===== src/rtl/spi_port_pkg.sv =====
package spi_port_pkg;

    typedef enum logic [1:0] {
        ST_IDLE,
        ST_M_RUN,
        ST_S_WAIT,
        ST_S_SHIFT
    } eng_state_t;

    // Control register layout, bit4 down to bit0
    typedef struct packed {
        logic cpha;
        logic cpol;
        logic master;
        logic irq_en;
        logic enable;
    } ctrl_t;

    localparam logic [1:0] REG_CTRL = 2'd0;
    localparam logic [1:0] REG_STAT = 2'd1;
    localparam logic [1:0] REG_DATA = 2'd2;

    localparam int STAT_DONE_BIT = 7;
    localparam int STAT_COLL_BIT = 6;

endpackage


===== src/rtl/spi_sync.sv =====
module spi_sync #(
    parameter int               WIDTH   = 3,
    parameter int               STAGES  = 2,
    parameter logic [WIDTH-1:0] RST_VAL = '0
) (
    input  logic             clk,
    input  logic             rst_n,
    input  logic [WIDTH-1:0] d_i,
    output logic [WIDTH-1:0] q_o
);

    logic [WIDTH-1:0] pipe [STAGES];

    always_ff @(posedge clk or negedge rst_n) begin
        if (!rst_n) begin
            pipe[0] <= RST_VAL;
        end else begin
            pipe[0] <= d_i;
        end
    end

    for (genvar s = 1; s < STAGES; s++) begin : g_stage
        always_ff @(posedge clk or negedge rst_n) begin
            if (!rst_n) begin
                pipe[s] <= RST_VAL;
            end else begin
                pipe[s] <= pipe[s-1];
            end
        end
    end

    assign q_o = pipe[STAGES-1];

endmodule


===== src/rtl/spi_engine.sv =====
module spi_engine
    import spi_port_pkg::*;
#(
    parameter int DATA_W  = 8,
    parameter int CLK_DIV = 4
) (
    input  logic              clk,
    input  logic              rst_n,
    input  logic              en_i,
    input  logic              mst_i,
    input  logic              cpol_i,
    input  logic              cpha_i,
    input  logic              load_i,
    input  logic [DATA_W-1:0] load_data_i,
    input  logic              miso_i,
    input  logic              sck_s_i,
    input  logic              ss_s_i,
    input  logic              mosi_s_i,
    output logic              busy_o,
    output logic              done_o,
    output logic              sel_o,
    output logic [DATA_W-1:0] rx_data_o,
    output logic              sck_o,
    output logic              out_bit_o
);

    localparam int HALF   = CLK_DIV / 2;
    localparam int HALVES = 2 * DATA_W;
    localparam int HCNT_W = $clog2(HALVES);
    localparam int TCNT_W = (HALF > 1) ? $clog2(HALF) : 1;
    localparam int BIT_W  = $clog2(DATA_W);
    localparam int ECW    = HCNT_W + 2;

    eng_state_t        st, nxt;
    logic [HCNT_W-1:0] hcnt;
    logic [TCNT_W-1:0] tcnt;
    logic [BIT_W-1:0]  bcnt;
    logic [DATA_W-1:0] shreg;
    logic              obit;
    logic              sck_d;
    logic              half_end, last_half;
    logic              edge_any, lead_e, trail_e, samp_e, shf_e;
    logic              drop_slave;

    assign half_end   = (tcnt == TCNT_W'(HALF - 1));
    assign last_half  = (hcnt == HCNT_W'(HALVES - 1));
    assign edge_any   = (sck_s_i != sck_d);
    assign lead_e     = edge_any && (sck_s_i != cpol_i);
    assign trail_e    = edge_any && (sck_s_i == cpol_i);
    assign samp_e     = cpha_i ? trail_e : lead_e;
    assign shf_e      = cpha_i ? lead_e  : trail_e;
    assign drop_slave = !en_i || mst_i || ss_s_i;

    // next-state logic
    always_comb begin
        nxt = st;
        unique case (st)
            ST_IDLE: begin
                if (en_i && mst_i && load_i)        nxt = ST_M_RUN;
                else if (en_i && !mst_i && !ss_s_i) nxt = ST_S_WAIT;
            end
            ST_M_RUN: begin
                if (!en_i || !mst_i)                nxt = ST_IDLE;
                else if (half_end && last_half)     nxt = ST_IDLE;
            end
            ST_S_WAIT: begin
                if (drop_slave)                     nxt = ST_IDLE;
                else if (lead_e)                    nxt = ST_S_SHIFT;
            end
            ST_S_SHIFT: begin
                if (drop_slave)                     nxt = ST_IDLE;
                else if (samp_e && bcnt == BIT_W'(DATA_W - 1)) nxt = ST_S_WAIT;
            end
            default:                                nxt = ST_IDLE;
        endcase
    end

    // state register
    always_ff @(posedge clk or negedge rst_n) begin
        if (!rst_n) st <= ST_IDLE;
        else        st <= nxt;
    end

    // datapath
    always_ff @(posedge clk or negedge rst_n) begin
        if (!rst_n) begin
            hcnt   <= '0;
            tcnt   <= '0;
            bcnt   <= '0;
            shreg  <= '0;
            obit   <= 1'b0;
            sck_d  <= 1'b0;
            done_o <= 1'b0;
        end else begin
            done_o <= 1'b0;
            sck_d  <= sck_s_i;
            unique case (st)
                ST_IDLE: begin
                    hcnt <= '0;
                    tcnt <= '0;
                    bcnt <= '0;
                    if (load_i && en_i) begin
                        shreg <= load_data_i;
                        obit  <= load_data_i[DATA_W-1];
                    end
                end
                ST_M_RUN: begin
                    if (half_end) begin
                        tcnt <= '0;
                        if (last_half) begin
                            hcnt   <= '0;
                            done_o <= en_i && mst_i;
                        end else begin
                            hcnt <= hcnt + 1'b1;
                            if (!hcnt[0]) shreg <= {shreg[DATA_W-2:0], miso_i};
                            else          obit  <= shreg[DATA_W-1];
                        end
                    end else begin
                        tcnt <= tcnt + 1'b1;
                    end
                end
                ST_S_WAIT, ST_S_SHIFT: begin
                    if (drop_slave) begin
                        bcnt <= '0;
                    end else begin
                        if (load_i && st == ST_S_WAIT) begin
                            shreg <= load_data_i;
                            obit  <= load_data_i[DATA_W-1];
                        end else if (st == ST_S_SHIFT || lead_e) begin
                            if (samp_e) begin
                                shreg <= {shreg[DATA_W-2:0], mosi_s_i};
                                if (bcnt == BIT_W'(DATA_W - 1)) begin
                                    bcnt   <= '0;
                                    done_o <= 1'b1;
                                end else begin
                                    bcnt <= bcnt + 1'b1;
                                end
                            end
                            if (shf_e) obit <= shreg[DATA_W-1];
                        end
                    end
                end
                default: ;
            endcase
        end
    end

    // outputs
    always_comb begin
        busy_o    = (st == ST_M_RUN) || (st == ST_S_SHIFT);
        sel_o     = (st == ST_S_WAIT) || (st == ST_S_SHIFT);
        rx_data_o = shreg;
        out_bit_o = obit;
        sck_o     = cpol_i;
        if (st == ST_M_RUN) sck_o = cpol_i ^ (cpha_i ? ~hcnt[0] : hcnt[0]);
    end

    // checker state: SCK level changes in one master byte
    logic           sck_q;
    logic [ECW-1:0] edge_cnt;

    always_ff @(posedge clk or negedge rst_n) begin
        if (!rst_n) begin
            sck_q    <= 1'b0;
            edge_cnt <= '0;
        end else begin
            sck_q <= sck_o;
            if (st == ST_M_RUN && hcnt == '0 && tcnt == '0)
                edge_cnt <= (sck_o != sck_q) ? ECW'(1) : ECW'(0);
            else if (sck_o != sck_q)
                edge_cnt <= edge_cnt + 1'b1;
        end
    end


    sck_edge_count_chk: assert property (@(posedge clk) disable iff (!rst_n)
        (done_o && mst_i) |=> (edge_cnt == ECW'(HALVES)));


    slave_abort_chk: assert property (@(posedge clk) disable iff (!rst_n)
        (st == ST_S_SHIFT && ss_s_i) |=> (st == ST_IDLE && !done_o));

endmodule


===== src/rtl/spi_port.sv =====
module spi_port
    import spi_port_pkg::*;
#(
    parameter int DATA_W  = 8,
    parameter int CLK_DIV = 4
) (
    input  logic              clk,
    input  logic              rst_n,
    input  logic [1:0]        bus_addr,
    input  logic              bus_wr,
    input  logic              bus_rd,
    input  logic [DATA_W-1:0] bus_wdata,
    output logic [DATA_W-1:0] bus_rdata,
    output logic              irq,
    input  logic              sck_i,
    output logic              sck_o,
    output logic              sck_oe,
    input  logic              mosi_i,
    output logic              mosi_o,
    output logic              mosi_oe,
    input  logic              miso_i,
    output logic              miso_o,
    output logic              miso_oe,
    input  logic              ss_n_i
);

    localparam int CTRL_W = $bits(ctrl_t);

    ctrl_t             ctrl;
    logic              spif, wcol, armed;
    logic [DATA_W-1:0] rbuf;
    logic              busy, done, sel, out_bit;
    logic [DATA_W-1:0] rx_byte;
    logic [2:0]        pins_s;
    logic              sck_s, ss_s, mosi_s;
    logic              stat_rd, data_acc, data_wr, load;

    spi_sync #(.WIDTH(3), .STAGES(2), .RST_VAL(3'b010)) u_sync (
        .clk   (clk),
        .rst_n (rst_n),
        .d_i   ({mosi_i, ss_n_i, sck_i}),
        .q_o   (pins_s)
    );
    assign {mosi_s, ss_s, sck_s} = pins_s;

    assign stat_rd  = bus_rd && (bus_addr == REG_STAT);
    assign data_acc = (bus_rd || bus_wr) && (bus_addr == REG_DATA);
    assign data_wr  = bus_wr && (bus_addr == REG_DATA);
    assign load     = data_wr && !busy;

    spi_engine #(.DATA_W(DATA_W), .CLK_DIV(CLK_DIV)) u_engine (
        .clk         (clk),
        .rst_n       (rst_n),
        .en_i        (ctrl.enable),
        .mst_i       (ctrl.master),
        .cpol_i      (ctrl.cpol),
        .cpha_i      (ctrl.cpha),
        .load_i      (load),
        .load_data_i (bus_wdata),
        .miso_i      (miso_i),
        .sck_s_i     (sck_s),
        .ss_s_i      (ss_s),
        .mosi_s_i    (mosi_s),
        .busy_o      (busy),
        .done_o      (done),
        .sel_o       (sel),
        .rx_data_o   (rx_byte),
        .sck_o       (sck_o),
        .out_bit_o   (out_bit)
    );

    always_ff @(posedge clk or negedge rst_n) begin
        if (!rst_n) begin
            ctrl  <= '0;
            spif  <= 1'b0;
            wcol  <= 1'b0;
            armed <= 1'b0;
            rbuf  <= '0;
        end else begin
            if (bus_wr && bus_addr == REG_CTRL) ctrl <= ctrl_t'(bus_wdata[CTRL_W-1:0]);
            if (stat_rd && (spif || wcol)) armed <= 1'b1;
            if (data_acc && armed) begin
                spif  <= 1'b0;
                wcol  <= 1'b0;
                armed <= 1'b0;
            end
            if (data_wr && busy) wcol <= 1'b1;
            if (done) begin
                spif <= 1'b1;
                rbuf <= rx_byte;
            end
        end
    end

    always_comb begin
        bus_rdata = '0;
        unique case (bus_addr)
            REG_CTRL: bus_rdata[CTRL_W-1:0] = ctrl;
            REG_STAT: begin
                bus_rdata[STAT_DONE_BIT] = spif;
                bus_rdata[STAT_COLL_BIT] = wcol;
            end
            REG_DATA: bus_rdata = rbuf;
            default:  bus_rdata = '0;
        endcase
    end

    assign irq     = spif && ctrl.irq_en;
    assign sck_oe  = ctrl.enable && ctrl.master;
    assign mosi_oe = ctrl.enable && ctrl.master;
    assign mosi_o  = out_bit;
    assign miso_o  = out_bit;
    assign miso_oe = ctrl.enable && !ctrl.master && sel && !ss_s;


    wcol_on_busy_write_chk: assert property (@(posedge clk) disable iff (!rst_n)
        (data_wr && busy) |=> wcol);


    spif_on_done_chk: assert property (@(posedge clk) disable iff (!rst_n)
        done |=> spif);


    rbuf_hold_chk: assert property (@(posedge clk) disable iff (!rst_n)
        !done |=> $stable(rbuf));


    miso_released_chk: assert property (@(posedge clk) disable iff (!rst_n)
        (ss_s && $past(ss_s)) |-> !miso_oe);

endmodule


===== config.mk =====
export PLATFORM = sky130hd
export DESIGN_NAME = spi_port
export DESIGN_NICKNAME = d
export VERILOG_FILES = /design/src/rtl/spi_port_pkg.sv /design/src/rtl/spi_sync.sv /design/src/rtl/spi_engine.sv /design/src/rtl/spi_port.sv
export SDC_FILE = /design/constraint.sdc
export NUM_CORES = 1
export LEC_CHECK = 0
export BUFFER_PORTS_ARGS = -buffer_cell sky130_fd_sc_hd__buf_4
export CAP_MARGIN = 10
export CORE_UTILIZATION = 60
export CTS_BUF_LIST = sky130_fd_sc_hd__clkbuf_8
export DETAILED_ROUTE_END_ITERATION = 10
export PLACE_DENSITY = 0.94
export REMOVE_ABC_BUFFERS = 1
export SLEW_MARGIN = 20
export SYNTH_ARGS = -nofsm -noshare
export SYNTH_HDL_FRONTEND = slang
export SYNTH_HIERARCHICAL = 1
export SYNTH_SLANG_ARGS = --single-unit
export TNS_END_PERCENT = 5

===== constraint.sdc =====
create_clock -name clk -period 5.7 [get_ports clk]
set_input_delay 1.71 -clock clk [delete_from_list [all_inputs] [get_ports clk]]
set_output_delay 1.71 -clock clk [all_outputs]
set_load 0.02 [all_outputs]

* Word level (Yosys, flattened, before mapping) *
Index checks and enable logic that the tools add are counted.

word-level totals
  register bits after elaboration = 43
  bits of input ports = 18

cells by class
  add/subtract/negate cells = 3
  muxes and demuxes = 58
  equality and inequality tests = 26
  bitwise operators = 2
  reductions and logical operators = 46

operators with widths
  kind                                                                     count
  8-bit 2-to-1 mux                                                         8
  3-bit by 1-bit inequality test with 1-bit output, second input constant  9
  1-bit 2-to-1 mux                                                         26
  8-bit case mux with 3 select lines                                       1
  1-bit logical AND                                                        21
  2-bit 2-to-1 mux                                                         8
  3-bit 2-to-1 mux                                                         5
  7-bit AND reduction                                                      2
  5-bit case mux with 2 select lines                                       1
  2-bit nonzero test                                                       5
  1-bit logical OR                                                         8
  4-bit 2-to-1 mux                                                         2
  2-bit case mux with 4 select lines                                       1
  4-bit case mux with 2 select lines                                       1
  4-bit AND reduction                                                      2
  2-bit equality test, second input constant                               3
  2-bit by 1-bit inequality test with 1-bit output, second input constant  3
  2-bit inequality test, second input constant                             3
  3-bit case mux with 2 select lines                                       1
  4-bit by 1-bit adder with 4-bit output, second input constant            1
  2-bit by 1-bit equality test with 1-bit output, second input constant    2
  4-bit equality test, second input constant                               1
  1-bit logical NOT                                                        4
  2-bit logical NOT                                                        2
  other kinds (13)                                                         15

* Depth between registers and ports, before layout *
  depth after elaboration = 8
  mapped depth = 10
  mapped depth without buffers = 9

* Hierarchy *
Netlist, hierarchy kept.

by module, submodules not included
  module      times used  area an instance (µm²)  cells each  seq. area each (µm²)
  spi_engine  1           1343.8                  126         525.5
  spi_port    1           807.0                   61          400.4
  spi_sync    1           175.2                   9           152.6

* Worst setup path after synthesis *
No wires, ideal clock.

  path kind = input to output
  from = input bus_addr[0]
  to = output bus_rdata[0]
  setup slack = 1602 ps
  path buffers = 1
  data arrival time = 2388 ps
  required time = 3990 ps
  stages on the path = 4
  path through = inv_1 > ha_1 > buf_4 > a22o_1

on the way
  cells in the longest elaborated chain, start to end = 2

RTL lines
  what                                                             line            text
  start: declaration                                               spi_port.sv:9   input logic [1:0] bus_addr,
  2-bit equality test / 2-bit logical NOT (equally long branches)  spi_port.sv:97  unique case (bus_addr)
  5-bit case mux with 2 select lines (*)                           spi_port.sv:97
  end: declaration                                                 spi_port.sv:13  output logic [DATA_W-1:0] bus_rdata,

Mark *: on every way between the ends. The rest lies on a longest branch, timed or not.

* Final worst setup path *
  from = input bus_addr[0]
  to = output bus_rdata[6]

on the way
  cells in the longest elaborated chain, start to end = 2

RTL lines
  what                                                                                          line
  2-bit equality test / 2-bit by 1-bit equality test with 1-bit output (equally long branches)  spi_port.sv:97
  2-bit case mux with 2 select lines (*)                                                        spi_port.sv:97

Marks and branches as above.

==> flow_metrics.py <==
metrics = {
    "clocking": {
        "post-cts-setup-buffers": 0,
        "ctsHoldBuffers": 0,
        "cts_tree": "built",
        "cts_sinks": 43,
        "path_clk_slew_ps": 70,
        "post_cts_resized": 0,
        "numCtsBuffers": 5,
        "clockBufferDepth": 2,
        "h-tree-depth": 2,
        "root_buffer": "clkbuf_8",
        "worstSkewPairLatency_ps": 290,
    },
    "pwr": {
        "p_int_uw": 635,
        "ir_worst_vdd_mv": 0.247,
        "powerDensity_mw_per_mm2": 324,
        "p_leak_uw": 0.00129,
        "seq_power_share_pct": 46.6,
        "p_sw_uw": 228,
        "swShare_pct": 26.5,
        "power.total_uw": 863,
        "pwr-share-clk_pct": 31.5,
        "p_comb_share_pct": 21.9,
    },
    "die": {
        "ios": 33,
        "die_area_mm2": 0.00413,
        "initial_core_util_pct": 63.1,
        "die_x_um": 64.3,
        "die-height_um": 64.3,
        "core_mm2": 0.00369,
        "fp-row-count": 22,
    },
    "critical_path": {
        "cp_common_cell": "buf_4",
        "max_stage_delay_ps": 440,
        "cp_slowest_cell": "ha_1",
        "path_max_fanout": 12,
        "cp_cell_sequence": "buf_4 > inv_1 > ha_1 > a22oi_1 > nor2b_1 > buf_4",
        "worstPathRequired_ps": 3990,
        "cp-startpoint": "bus_addr[0]",
        "end_kind": "output pin",
        "cp-start-kind": "input pin",
        "cp.arrival_ps": 2780,
        "r2r_start": "u_engine/st[0]",
        "worstSetupPathType": "input pin to output pin",
        "rrSetupSlack_ps": 3480,
    },
    "flow_run": {
        "max_cap_viol_count": 0,
    },
    "synth": {
        "yosys_register_bits": 43,
        "ys.warnings.count": 6,
        "syn_area_mm2": 0.00233,
        "synth.yosys.seq_area_share_pct": 46.4,
        "synth_area_leaders": "dfrtp_1 (44%), mux2_4 (8.4%), mux2_1 (3.9%), a22o_1 (3.4%), mux2_2 (3.4%)",
        "synth_area_per_cell_um2": 11.9,
        "yosysMostFrequentCell": "dfrtp_1",
        "synth_top_area_cell": "dfrtp_1",
        "synth_cell_types": 47,
        "synth-main-ff-cell": "dfrtp_1",
        "synth.top_cell.area_share_pct": 44.1,
        "synthArstFlopShare_pct": 100,
        "syn_inst": 196,
        "synth_edf_count": 0,
        "ys_top_cells_by_count": "dfrtp_1 (41), mux2_4 (13), nor2_1 (11), o21ai_0 (10)",
    },
    "timing": {
        "rsz0062_at_grt": "false",
        "finalHoldViolCount": 0,
        "setup_slack_ps": 1210,
        "skew_ps": 10.5,
        "maxSlewViolCount": 0,
        "relSlewSlack_pct": 63.0,
        "fmax_ghz": 0.223,
        "finalSetupTns_ps": 0,
        "fin_hold_ws_ps": 353,
        "fin_crit_sh_pct": 78.7,
        "setup_viol": 0,
        "fin_crit_ps": 4490,
        "tightestPinTransition_ps": 555,
    },
    "layout": {
        "areaGrowthSynthToFinish_pct": 14.7,
        "n_antenna_cell": 0,
        "drive_gt1_share_pct": 30.9,
        "seq_area_mm2": 0.00108,
        "nNetsFinal": 246,
        "multi_input_area_mm2": 0.00113,
        "n_fill_cell": 270,
        "design_area_mm2": 0.00267,
    },
    "hold_path": {
        "hp-start": "u_sync/pipe[5]",
        "worstHoldPathType": "register to register",
    },
    "global_routing": {
        "grt_pass1_vias": 1622,
        "grt_max_degree": 44,
        "antenna_found_initial": 0,
        "grt.total_usage_pct": 24.4,
        "overflow": 0,
        "grt_pass1_wl_mm": 7.52,
    },
    "drt": {
        "wl_mm": 4.42,
        "wire_per_inst_um": 16.3,
        "route.vias.total": 1589,
        "drc": 0,
        "routed_via_density": 5.86,
        "drtIter0Drc": 97,
        "ant_nets": 0,
        "dr.pass1.iters": 4,
    },
    "placed_design": {
        "port-buffer-count": 32,
        "dp_hpwl_mm": 3.06,
        "dp_slack_ps": 1190,
        "dpl-instance-area_mm2": 0.00253,
        "gp_congestion": 0.794,
    },
    "run_status": {
        "outcome": "complete, no violations",
    },
}
[sequential cells by signal, indices dropped and copies added, names as in the netlist]
name / flops
ctrl: 5
u_engine/hcnt: 4
u_engine/st: 2
u_engine/rx_data_o: 8
u_engine/bcnt: 3
spif: 1
u_engine/half_end: 1
rbuf: 8
u_sync/pipe: 3
u_engine/sck_d: 1
u_engine/out_bit_o: 1
u_engine/done_o: 1
wcol: 1
u_sync/q_o: 3
armed: 1
[logic make-up after synthesis]
| kind of cell | Yosys count | share of synthesized area [%] |
|---|---|---|
| and+or+nand+nor | 48 | 12.0 |
| AOI/OAI and AO/OA | 43 | 13.8 |
| DFF | 43 | 46.4 |
| muxes | 34 | 18.2 |
| buffers and inverters | 19 | 4.89 |
| adders and majority gates | 6 | 3.23 |
| xor gates and xnor gates | 3 | 1.45 |
[through the flow]
step | cells | utilization (%)
3_5_place_dp | 263 | 68.7
4_1_cts | 271 | 72.3
2_1_floorplan | 183 | -
3_3_place_gp | 263 | 68.7
6_report | 271 | 72.3
5_1_grt | 271 | 72.3
[cell usage in the layout (no fill, tap or decap), types with 2 or more instances in the layout]
cell       Yosys  routed
nor2_1        11      11
a22oi_1        4       4
nand2_1        9       9
a32o_1         2       2
inv_1          6       7
mux2_4        13      13
ha_1           6       6
o21ai_0       10      10
dfstp_2        2       2
nor2b_1        5       5
bufinv_16      0       2
o21ai_1        2       2
dfrtp_1       41      41
and2_1         3       3
a21oi_1        4       4
mux2_1         8       8
nand2b_1       4       4
nor3b_1        2       2
a21o_1         2       2
mux2i_1        6       6
o2bb2ai_1      2       2
buf_4          7      32
nor3_1         2       2
nand3_1        2       2
clkbuf_8       0       5
mux2_2         7       7
and3_1         3       3
a22o_1         9       9
[power groups by stage]
| stage | clock, µW | sequential (µW) | combinational (µW) |
|---|---|---|---|
| final | 272 | 402 | 189 |
| after global routing | 291 | 410 | 204 |
| after CTS | 278 | 402 | 190 |
| after detailed placement | 0 | 408 | 188 |
| after global placement | 0 | 404 | 183 |
| after floorplan | 0 | 398 | 128 |
[per-layer routing]
| layer | routed length, µm | part of all wire (%) | track usage (%) | vias to the layer above |
|---|---|---|---|---|
| li1 | - | - | - | 758 |
| met1 | 1960 | 44 | 31.3 | 785 |
| met2 | 2200 | 50 | 39.6 | 40 |
| met3 | 185 | 4.2 | 4.64 | 6 |
| met4 | 71 | 1.6 | 11.7 | 0 |
| met5 | 0 | 0 | 0 | - |
[area by class of cell]
| type | count | area share, % |
|---|---|---|
| Clock buffer | 5 | 2.58 |
| Inverter | 6 | 0.844 |
| Clock inverter | 3 | 2.39 |
| Sequential cell | 43 | 40.4 |
| Multi-Input combinational cell | 134 | 42.5 |
| Tap cell | 48 | 2.25 |
| Timing Repair Buffer | 32 | 9.01 |
[final timing paths]
check	cells after the start	end
max	6	bus_rdata[6]
min reg2reg	0	u_sync/q_o[2]
min	0	u_sync/q_o[2]
max reg2reg	5	u_engine/rx_data_o[3]
min in group asynchronous	1	u_engine/bcnt[0]
max in group asynchronous	1	u_sync/q_o[1]
[critical path: cells and delay by family]
| kind | cells | cell delay, ps |
|---|---|---|
| adders and majority gates | 1 | 440 |
| buffers and inverters | 3 | 330 |
| and+or+nand+nor | 1 | 150 |
| AOI/OAI and AO/OA | 1 | 140 |
Note: power is estimated with default switching activity, not from simulation.
